## src/rtl/dlc_pkg.sv

```systemverilog
`timescale 1ns/1ps
package dlc_pkg;
  localparam int CODE_W    = 8;
  localparam int WIN       = 8;
  localparam int NEED_W    = 4;
  localparam int SPC_W     = 3;
  localparam int MIN_START = 4;
  localparam int MAX_SPC   = 4;

  typedef logic [CODE_W-1:0] code_t;
  typedef logic [WIN-1:0]    win_t;
  typedef logic [NEED_W-1:0] need_t;

  typedef struct packed {
    logic  up;
    code_t code;
  } step_res_t;

  // longest unbroken run of ones anywhere in the window
  function automatic need_t longest_run(win_t w);
    need_t best;
    need_t cur;
    best = '0;
    cur  = '0;
    for (int i = 0; i < WIN; i++) begin
      if (w[i]) begin
        cur = cur + NEED_W'(1);
        if (cur > best) best = cur;
      end else begin
        cur = '0;
      end
    end
    return best;
  endfunction

  function automatic need_t eff_need(need_t n);
    if (n == '0) return NEED_W'(1);
    if (int'(n) > WIN) return NEED_W'(WIN);
    return n;
  endfunction

  function automatic code_t clamp_start(code_t s);
    if (int'(s) < MIN_START) return CODE_W'(MIN_START);
    return s;
  endfunction

  function automatic logic [SPC_W-1:0] clamp_spacing(logic [SPC_W-1:0] s);
    if (int'(s) > MAX_SPC) return SPC_W'(MAX_SPC);
    return s;
  endfunction

  // one sweep step with saturation and direction reversal at the rails
  function automatic step_res_t step_code(code_t c, code_t s, logic up);
    step_res_t r;
    logic [CODE_W:0] sum;
    sum = '0;
    if (up) begin
      sum = {1'b0, c} + {1'b0, s};
      if (sum[CODE_W]) begin
        r.code = '1;
        r.up   = 1'b0;
      end else begin
        r.code = sum[CODE_W-1:0];
        r.up   = 1'b1;
      end
    end else begin
      if (s > c) begin
        r.code = '0;
        r.up   = 1'b1;
      end else begin
        r.code = c - s;
        r.up   = 1'b0;
      end
    end
    return r;
  endfunction
endpackage

```

## src/rtl/dlc_run_qualifier.sv

```systemverilog
`timescale 1ns/1ps
module dlc_run_qualifier
  import dlc_pkg::*;
(
  input  logic  clk,
  input  logic  rst_n,
  input  logic  clear,
  input  logic  sample_en,
  input  logic  sample,
  input  need_t need_eff,
  output win_t  hist,
  output logic  qual_now
);
  win_t hist_next;

  assign hist_next = sample_en ? {hist[WIN-2:0], sample} : hist;
  assign qual_now  = (longest_run(hist_next) >= need_eff);

  always_ff @(posedge clk or negedge rst_n) begin
    if (!rst_n)         hist <= '0;
    else if (clear)     hist <= '0;
    else if (sample_en) hist <= hist_next;
  end

  // newest sample lands in bit 0 (R8 history field)
  assert_hist_newest_R8: assert property (@(posedge clk) disable iff (!rst_n)
    (sample_en && !clear) |=> (hist[0] == $past(sample)));
endmodule

```

## src/rtl/dlc_code_stepper.sv

```systemverilog
`timescale 1ns/1ps
module dlc_code_stepper
  import dlc_pkg::*;
(
  input  logic  clk,
  input  logic  rst_n,
  input  logic  load,
  input  code_t load_val,
  input  logic  step_en,
  input  code_t step,
  output code_t code,
  output logic  dir_up
);
  step_res_t nxt;

  assign nxt = step_code(code, step, dir_up);

  always_ff @(posedge clk or negedge rst_n) begin
    if (!rst_n) begin
      code   <= '0;
      dir_up <= 1'b1;
    end else if (load) begin
      code   <= load_val;
      dir_up <= 1'b1;
    end else if (step_en) begin
      code   <= nxt.code;
      dir_up <= nxt.up;
    end
  end

  assert_top_rail_turn_R4: assert property (@(posedge clk) disable iff (!rst_n)
    (step_en && !load && dir_up && (code == '1) && (step != '0)) |=> (!dir_up && code == $past(code) - $past(step)) or (!dir_up));
  assert_bottom_rail_turn_R4: assert property (@(posedge clk) disable iff (!rst_n)
    (step_en && !load && !dir_up && (step > code)) |=> (dir_up && code == '0));
endmodule

```

## src/rtl/dlc_slave_fanout.sv

```systemverilog
`timescale 1ns/1ps
module dlc_slave_fanout
  import dlc_pkg::*;
#(
  parameter int NUM_SLAVES = 3
) (
  input  logic                           clk,
  input  logic                           rst_n,
  input  logic                           capture,
  input  code_t                          code_in,
  output logic [NUM_SLAVES*CODE_W-1:0]   slave_codes
);
  for (genvar g = 0; g < NUM_SLAVES; g++) begin : g_slot
    code_t q;
    always_ff @(posedge clk or negedge rst_n) begin
      if (!rst_n)       q <= '0;
      else if (capture) q <= code_in;
    end
    assign slave_codes[g*CODE_W +: CODE_W] = q;
  end
endmodule

```

## src/rtl/delay_lock_ctrl.sv

```systemverilog
`timescale 1ns/1ps
module delay_lock_ctrl
  import dlc_pkg::*;
#(
  parameter int NUM_SLAVES = 3
) (
  input  logic                         clk,
  input  logic                         rst_n,
  input  logic                         restart,
  input  logic [CODE_W-1:0]            cfg_start,
  input  logic [CODE_W-1:0]            cfg_step,
  input  logic [NEED_W-1:0]            cfg_need,
  input  logic [SPC_W-1:0]             cfg_spacing,
  input  logic                         pd_hit,
  output logic [SPC_W-1:0]             det_spacing,
  output logic [CODE_W-1:0]            dly_code,
  output logic                         locked,
  output logic [31:0]                  status_word,
  output logic [NUM_SLAVES*CODE_W-1:0] slave_codes
);
  logic  running;
  code_t lock_code;
  code_t lost_code;
  win_t  hist;
  logic  qual_now;
  logic  dir_up;
  need_t need_eff;

  // named internal events
  logic  active;
  logic  lock_declare;
  logic  lock_drop;
  logic  sweep_en;

  assign need_eff     = eff_need(cfg_need);
  assign active       = running && !restart;
  assign lock_declare = active && !locked && qual_now;
  assign lock_drop    = active && locked && !qual_now;
  assign sweep_en     = active && !locked && !qual_now && !pd_hit;
  assign det_spacing  = clamp_spacing(cfg_spacing);

  dlc_run_qualifier u_qual (
    .clk       (clk),
    .rst_n     (rst_n),
    .clear     (restart),
    .sample_en (active),
    .sample    (pd_hit),
    .need_eff  (need_eff),
    .hist      (hist),
    .qual_now  (qual_now)
  );

  dlc_code_stepper u_step (
    .clk      (clk),
    .rst_n    (rst_n),
    .load     (restart),
    .load_val (clamp_start(cfg_start)),
    .step_en  (sweep_en),
    .step     (cfg_step),
    .code     (dly_code),
    .dir_up   (dir_up)
  );

  dlc_slave_fanout #(.NUM_SLAVES(NUM_SLAVES)) u_fan (
    .clk         (clk),
    .rst_n       (rst_n),
    .capture     (lock_declare),
    .code_in     (dly_code),
    .slave_codes (slave_codes)
  );

  always_ff @(posedge clk or negedge rst_n) begin
    if (!rst_n) begin
      running   <= 1'b0;
      locked    <= 1'b0;
      lock_code <= '0;
      lost_code <= '0;
    end else if (restart) begin
      running   <= 1'b1;
      locked    <= 1'b0;
      lock_code <= '0;
    end else if (lock_declare) begin
      locked    <= 1'b1;
      lock_code <= dly_code;
    end else if (lock_drop) begin
      locked    <= 1'b0;
      lost_code <= dly_code;
    end
  end

  assign status_word = {lost_code, hist[6:0], 1'b0, lock_code, 7'b0, locked};

  assert_idle_still_R1: assert property (@(posedge clk) disable iff (!rst_n)
    (!running && !restart) |=> ($stable(dly_code) && !locked));
  assert_restart_floor_R2: assert property (@(posedge clk) disable iff (!rst_n)
    restart |=> (dly_code >= CODE_W'(MIN_START) && !locked && hist == '0));
  assert_hit_holds_R3: assert property (@(posedge clk) disable iff (!rst_n)
    (running && !restart && !locked && pd_hit) |=> $stable(dly_code));
  assert_lock_on_hit_R5: assert property (@(posedge clk) disable iff (!rst_n)
    $rose(locked) |-> hist[0]);
  assert_lock_code_R6: assert property (@(posedge clk) disable iff (!rst_n)
    $rose(locked) |-> (lock_code == dly_code));
  assert_hold_while_locked_R7: assert property (@(posedge clk) disable iff (!rst_n)
    locked |=> (!locked || $stable(dly_code)));
  assert_lost_capture_R7: assert property (@(posedge clk) disable iff (!rst_n)
    ($fell(locked) && !$past(restart)) |-> (lost_code == dly_code));
  assert_slave_copy_R9: assert property (@(posedge clk) disable iff (!rst_n)
    $rose(locked) |-> (slave_codes[CODE_W-1:0] == dly_code));
  assert_spacing_cap_R10: assert property (@(posedge clk) disable iff (!rst_n)
    det_spacing <= SPC_W'(MAX_SPC));
endmodule

```

## config.mk

```make
export PLATFORM = sky130hd
export DESIGN_NAME = delay_lock_ctrl
export DESIGN_NICKNAME = d
export VERILOG_FILES = /design/src/rtl/dlc_pkg.sv /design/src/rtl/dlc_run_qualifier.sv /design/src/rtl/dlc_code_stepper.sv /design/src/rtl/dlc_slave_fanout.sv /design/src/rtl/delay_lock_ctrl.sv
export SDC_FILE = /design/constraint.sdc
export NUM_CORES = 1
export LEC_CHECK = 0
export ABC_AREA = 1
export BUFFER_PORTS_ARGS = -buffer_cell sky130_fd_sc_hd__buf_2
export CAP_MARGIN = 20
export CORE_MARGIN = 5
export CORE_UTILIZATION = 25
export DETAILED_ROUTE_END_ITERATION = 6
export RECOVER_POWER = 50
export SETUP_SLACK_MARGIN = 0.05
export SYNTH_ARGS = -nofsm -noshare
export SYNTH_HDL_FRONTEND = slang
export SYNTH_SLANG_ARGS = --single-unit
```

## constraint.sdc

```tcl
create_clock -name clk -period 9.4 [get_ports clk]
set_input_delay 0.47 -clock clk [delete_from_list [all_inputs] [get_ports clk]]
set_output_delay 0.47 -clock clk [all_outputs]
set_load 0.05 [all_outputs]
```

== Yosys cells after proc, flatten, opt, wreduce, memory -nomap -nowiden ==
Index checks and enable logic that the tools add are counted.

* Bits in registers: 43
* Bits in latches: 0
* RAM bits: 0
* Bits in read-only memories: 0
* Input port bits: 27
* Output and inout port bits: 68
* Logic and storage cells: 97
* Memories: 0

* Add/subtract/negate cells: 9
* Multiply operators: 0
* Divide/modulo/power cells: 0
* $lt $le $gt $ge: 12
* Equality and inequality tests: 0
* Shift operators: 0
* Multiplexer cells: 49
* Bitwise logic cells: 2
* Reductions and logical operators: 17

{| class="wikitable"
|+ Operators with widths
! kind !! count
|-
| two-way mux 4 bit || 24
|-
| two-way mux 8 bit || 9
|-
| two-way mux 9 bit || 3
|-
| adder 4 x 1 -> 4 bit, second input constant || 6
|-
| > comparator 4 bit || 6
|-
| two-way mux 1 bit || 11
|-
| adder 8 x 8 -> 9 bit || 1
|-
| > comparator 8 bit || 1
|-
| < comparator 8 x 3 -> 1 bit, second input constant || 1
|-
| subtractor 8 bit || 1
|-
| logical AND 1 bit || 7
|-
| two-way mux 3 bit || 2
|-
| nonzero test 2 bit || 3
|-
| >= comparator 4 bit || 1
|-
| > comparator 4 x 1 -> 1 bit || 1
|-
| > comparator 4 bit, second input constant || 1
|-
| logical NOT 1 bit || 4
|-
| logical NOT 4 bit || 1
|-
| > comparator 3 bit, second input constant || 1
|-
| AND reduction 3 bit || 1
|-
| nonzero test 3 bit || 1
|-
| adder 1 x 1 -> 2 bit, second input constant || 1
|-
| NOT 1 bit || 2
|}

== Depth between registers and ports, before layout ==
* Depth after elaboration: 32
* Gate-level depth with buffers: 63

== Modules after synthesis ==
From an unflattened synthesis, not the netlist that was laid out.

* Cells, all modules: 631
* Area, all modules: 4252.8 µm²

{| class="wikitable"
|+ By module, submodules not included
! module !! times used !! cells each !! area an instance (µm²) !! seq. area each (µm²)
|-
| dlc_run_qualifier || 1 || 235 || 1438.9 || 200.2
|-
| dlc_code_stepper || 1 || 225 || 1390.1 || 226.5
|-
| delay_lock_ctrl || 1 || 121 || 998.5 || 450.4
|-
| dlc_slave_fanout || 1 || 50 || 425.4 || 200.2
|}

== Worst setup path before layout ==
No wires, ideal clock.

* Kind: input -> register
* Start: in restart
* End: reg u_step.code[1]
* Data arrival time: 6861 ps
* Required time: 9262 ps
* Slack: 2401 ps
* Stages on the path: 56
* Path buffers: 3
* Cells stage by stage: buf_6 -> inv_6 -> nand2_4 -> buf_6 -> nand2_4 -> nand2_4 -> ha_1 -> inv_1 -> ha_1 -> inv_1 -> nor2_4 -> nand3_2 -> nand2_1 -> inv_1 -> ha_1 -> nand2_1 -> nor2_1 -> nor2_4 -> [20 not listed] -> nor2_1 -> a211oi_1 -> nor2_1 -> inv_1 -> nand3_1 -> nand2_1 -> inv_1 -> ha_1 -> inv_1 -> a21oi_1 -> o21a_1 -> o21ai_0 -> nand2_1 -> nor4_1 -> nor2_1 -> clkbuf_1 -> a31oi_1 -> a22oi_1

* Cells in the longest elaborated chain, start to end: 31

{| class="wikitable"
|+ Ends and longest elaborated chain
! element !! line !! RTL
|-
| start, declared || delay_lock_ctrl.sv:9 || <nowiki>input logic restart,</nowiki>
|-
| logical NOT 1 bit || delay_lock_ctrl.sv:36 || <nowiki>assign active = running && !restart;</nowiki>
|-
| logical AND 1 bit || delay_lock_ctrl.sv:36 ||
|-
| two-way mux 8 bit || dlc_run_qualifier.sv:16 || <nowiki>assign hist_next = sample_en ? {hist[WIN-2:0], sample} : hist;</nowiki>
|-
| two-way mux 1 bit || dlc_pkg.sv:26 || <nowiki>if (w[i]) begin</nowiki>
|-
| adder 1 x 1 -> 2 bit || dlc_pkg.sv:27 || <nowiki>cur = cur + NEED_W'(1);</nowiki>
|-
| > comparator 4 x 1 -> 1 bit || dlc_pkg.sv:28 || <nowiki>if (cur > best) best = cur;</nowiki>
|-
| two-way mux 4 bit || dlc_pkg.sv:28 ||
|-
| two-way mux 4 bit || dlc_pkg.sv:26 ||
|-
| [14 not listed] || n/a ||
|-
| two-way mux 4 bit || dlc_pkg.sv:26 ||
|-
| > comparator 4 bit || dlc_pkg.sv:28 ||
|-
| two-way mux 4 bit || dlc_pkg.sv:28 ||
|-
| two-way mux 4 bit || dlc_pkg.sv:26 ||
|-
| >= comparator 4 bit || dlc_run_qualifier.sv:17 || <nowiki>assign qual_now = (longest_run(hist_next) >= need_eff);</nowiki>
|-
| logical NOT 1 bit || delay_lock_ctrl.sv:39 || <nowiki>assign sweep_en = active && !locked && !qual_now && !pd_hit;</nowiki>
|-
| logical AND 1 bit (2 in a row) || delay_lock_ctrl.sv:39 ||
|-
| nonzero test 2 bit (no source line) || n/a ||
|-
| end signal, assigned || dlc_code_stepper.sv:23 || <nowiki>code <= load_val;</nowiki>
|-
| end signal, assigned || dlc_code_stepper.sv:26 || <nowiki>code <= nxt.code;</nowiki>
|-
| end, declared || dlc_code_stepper.sv:11 || <nowiki>output code_t code,</nowiki>
|}

Parallel ways exist; a longest one is shown, timed or not.
A chain may end at the register's enable or synchronous reset.

== Worst setup path in the final report ==
* Start: in restart
* End: reg u_step.code[5]

The elaborated chain is that of the path after synthesis.

==> metrics.cfg <==
[placed_design]
place_hpwl_um = 7997
place.gp.congestion = 0.8568
dp_slack_ns = 1.232
portBuffers = 86
dp_cells = 809

[pwr]
power_mw = 1.104
vdd_drop_max_uv = 150.1
cellLeakagePower_nw = 2.531
cellPowerDensity_nw_per_um2 = 243.7

[logic_synthesis]
synthArstFlopShare = 1.000
syn_inst = 539
ys_seq_elements = 43
synth_area_sq_um = 3958
synth_top_area_cell = dfrtp_1
yosysUniqueCellTypes = 44
avgSynthCellArea_sq_um = 7.342
synth_edf_count = 0
synth_most_common_cell = nand2_1
synth_seq_area_share = 0.2722
ys.flop_type = dfrtp_1
synth_area_leaders = dfrtp_1 (27%), ha_1 (11%), nand2_1 (11%)
ys_top_cells_by_count = nand2_1 (117), inv_1 (80), nor2_1 (44)
yosys_warnings = 0
yosys.area.top_type_share = 0.2656

[cells_and_area]
fin_cells = 817
area_growth_pct = 14.48
final_core_util = 0.2883
final_nets = 665
n_antenna_cell = 0
final_layout_size_suffix_gt1_frac = 0.2047

[clock_network]
clkSinkCount = 43
clockRootBuffer = clkbuf_16
clk_pin_slew_ns = 0.06
cts_tree = built
hold_buffers = 0
cts_resized = 0
post_cts_buffers = 0
cts_buffers = 5
clock_latency_ns = 0.28
htree_levels = 2
clockBufferDepth = 2

[timing]
finalHoldViolations = 0
fin_crit_sh = 0.8754
fmax_mhz = 121.5
fin_ws_ns = 1.172
drv_slew = 44
worstMarginPinSlew_ns = 2.300
rsz0062_at_grt = false
slew_headroom = -0.5336
fin_skew_ns = 0.004613
setup_tns_ns = 0
setup_viol = 0
min_period_ns = 8.229

[global_routing]
grt_usage = 0.1028
antenna_found_initial = 0
grt-ovfl-total = 0
grt_max_degree = 44
grt_pass1_vias = 3150
grt_pass1_wl_um = 15500

[route]
firstDrtPassIters = 4
totalWireLength_um = 9677
drtAntennaViolNets = 0
met2_length_um = 4478
vias = 3430
routed.top_layer = met4
route.met3.wl_um = 510
drt_iter0_markers = 165
drc = 0
routedWlPerCell_um = 11.84
wl_met1_um = 4495
via_per_inst = 4.198

[setup_path]
cp_slowest_cell = nor4_1
endpoint_kind = register
rr_endpoint = u_step.code[5]$_DFFE_PN0P_
critPathKind = in2reg
required_ns = 9.57
rr_startpoint = running$_DFFE_PN0P_
max_stage_delay_ns = 0.54
reg2reg_slack_ns = 1.42
cp_data_arrival_time_ns = 8.40
crit_path_start_kind = primary input
r2r_cells = 52
cp_max_fo = 19

[floorplanning]
dieArea_sq_um = 18450
rows = 46
pin_count = 95
coreArea_sq_um = 15710
die_width_um = 135.8
dieHeight_um = 135.8
start_util = 0.2519

[run]
cap_violations = 1

[hold_path]
min_to = u_step.code[6]$_DFFE_PN0P_
min-delay-start = cfg_start[6]
hold_depth = 3
min_path_type = in2reg

[run_status]
status = complete, but fails checks
violations = capacitance limit, slew limit

==> logic make-up after synthesis <==
group           Yosys count  synth area share
xor+xnor                  9           0.01992
compound gates           65           0.09991
buf+inv                 126            0.1549
simple gates            250            0.3101
mux                       6           0.01707
other cells               2          0.001898
flops                    43            0.2722
fa+ha+maj                38            0.1239
==> per-layer routing <==
| metal | GRT usage | vias to the layer above |
|---|---|---|
| li1 | - | 1795 |
| met1 | 0.1375 | 1540 |
| met2 | 0.1723 | 81 |
| met3 | 0.01739 | 14 |
| met4 | 0.02688 | 0 |
| met5 | 0 | - |
==> worst max-delay path: cells and delay by family <==
kind	cells	cell delay [ns]
AO/OA/AOI/OAI	7	1.10
adder cells (fa/ha/maj)	7	1.88
buffers and inverters	12	1.19
AND/OR/NAND/NOR	29	3.75
==> cells in the final DEF, fill, tap and decap left out, types with 9 or more instances in the layout <==
master    netlist  layout
buf_2           0      60
a21oi_1        18      18
clkbuf_1        6      26
o21ai_0        19      19
nand3_1        34      34
nand2_1       117     119
ha_1           36      36
nor2_1         44      45
conb_1          2       9
nand2_2        17      17
dfrtp_1        42      42
inv_1          80      80
==> state kept, by name, indices dropped and copies added, names as in the netlist <==
register,cells
lock_code,8
u_qual.hist,8
locked,1
lost_code,8
running,1
u_step.code,8
u_fan.g_slot.q,8
u_step.dir_up,1
==> cell type report <==
class / instances / area (sq um)
Sequential cell: 43 / 1077
Clock inverter: 2 / 35.03
Multi-Input combinational cell: 377 / 2276
Inverter: 86 / 327.8
Clock buffer: 6 / 138.9
Tap cell: 216 / 270.3
Timing Repair Buffer: 87 / 405.4
Fill cell: 1736 / 11180
==> report_power, final <==
group | internal, mW | switching, mW | total [mW]
clock | 0.132 | 0.0688 | 0.201
combinational | 0.143 | 0.478 | 0.621
sequential | 0.234 | 0.0490 | 0.283
total | 0.509 | 0.596 | 1.10
==> through the flow <==
step / instance area (sq um) / hold WS, ns
detailed placement: 4407 / 0.4883
floorplan: 3984 / 0.1744
global route: 4531 / 0.4566
CTS: 4581 / 0.3821
global placement: 4407 / 0.4741
finish: 4531 / 0.4355
==> worst max-delay path by stage <==
stage / end / from / slack (ns) / depth (start not counted)
detailed placement: u_step.code[5]$_DFFE_PN0P_ / restart / 1.23 / 54
floorplan: u_step.code[1]$_DFFE_PN0P_ / restart / 2.40 / 56
global route: u_step.code[2]$_DFFE_PN0P_ / restart / 0.43 / 56
CTS: u_step.code[5]$_DFFE_PN0P_ / restart / 1.51 / 54
finish: u_step.code[5]$_DFFE_PN0P_ / restart / 1.17 / 55
global placement: u_step.code[5]$_DFFE_PN0P_ / restart / 1.52 / 54
Power figures use the tool's default switching activity.
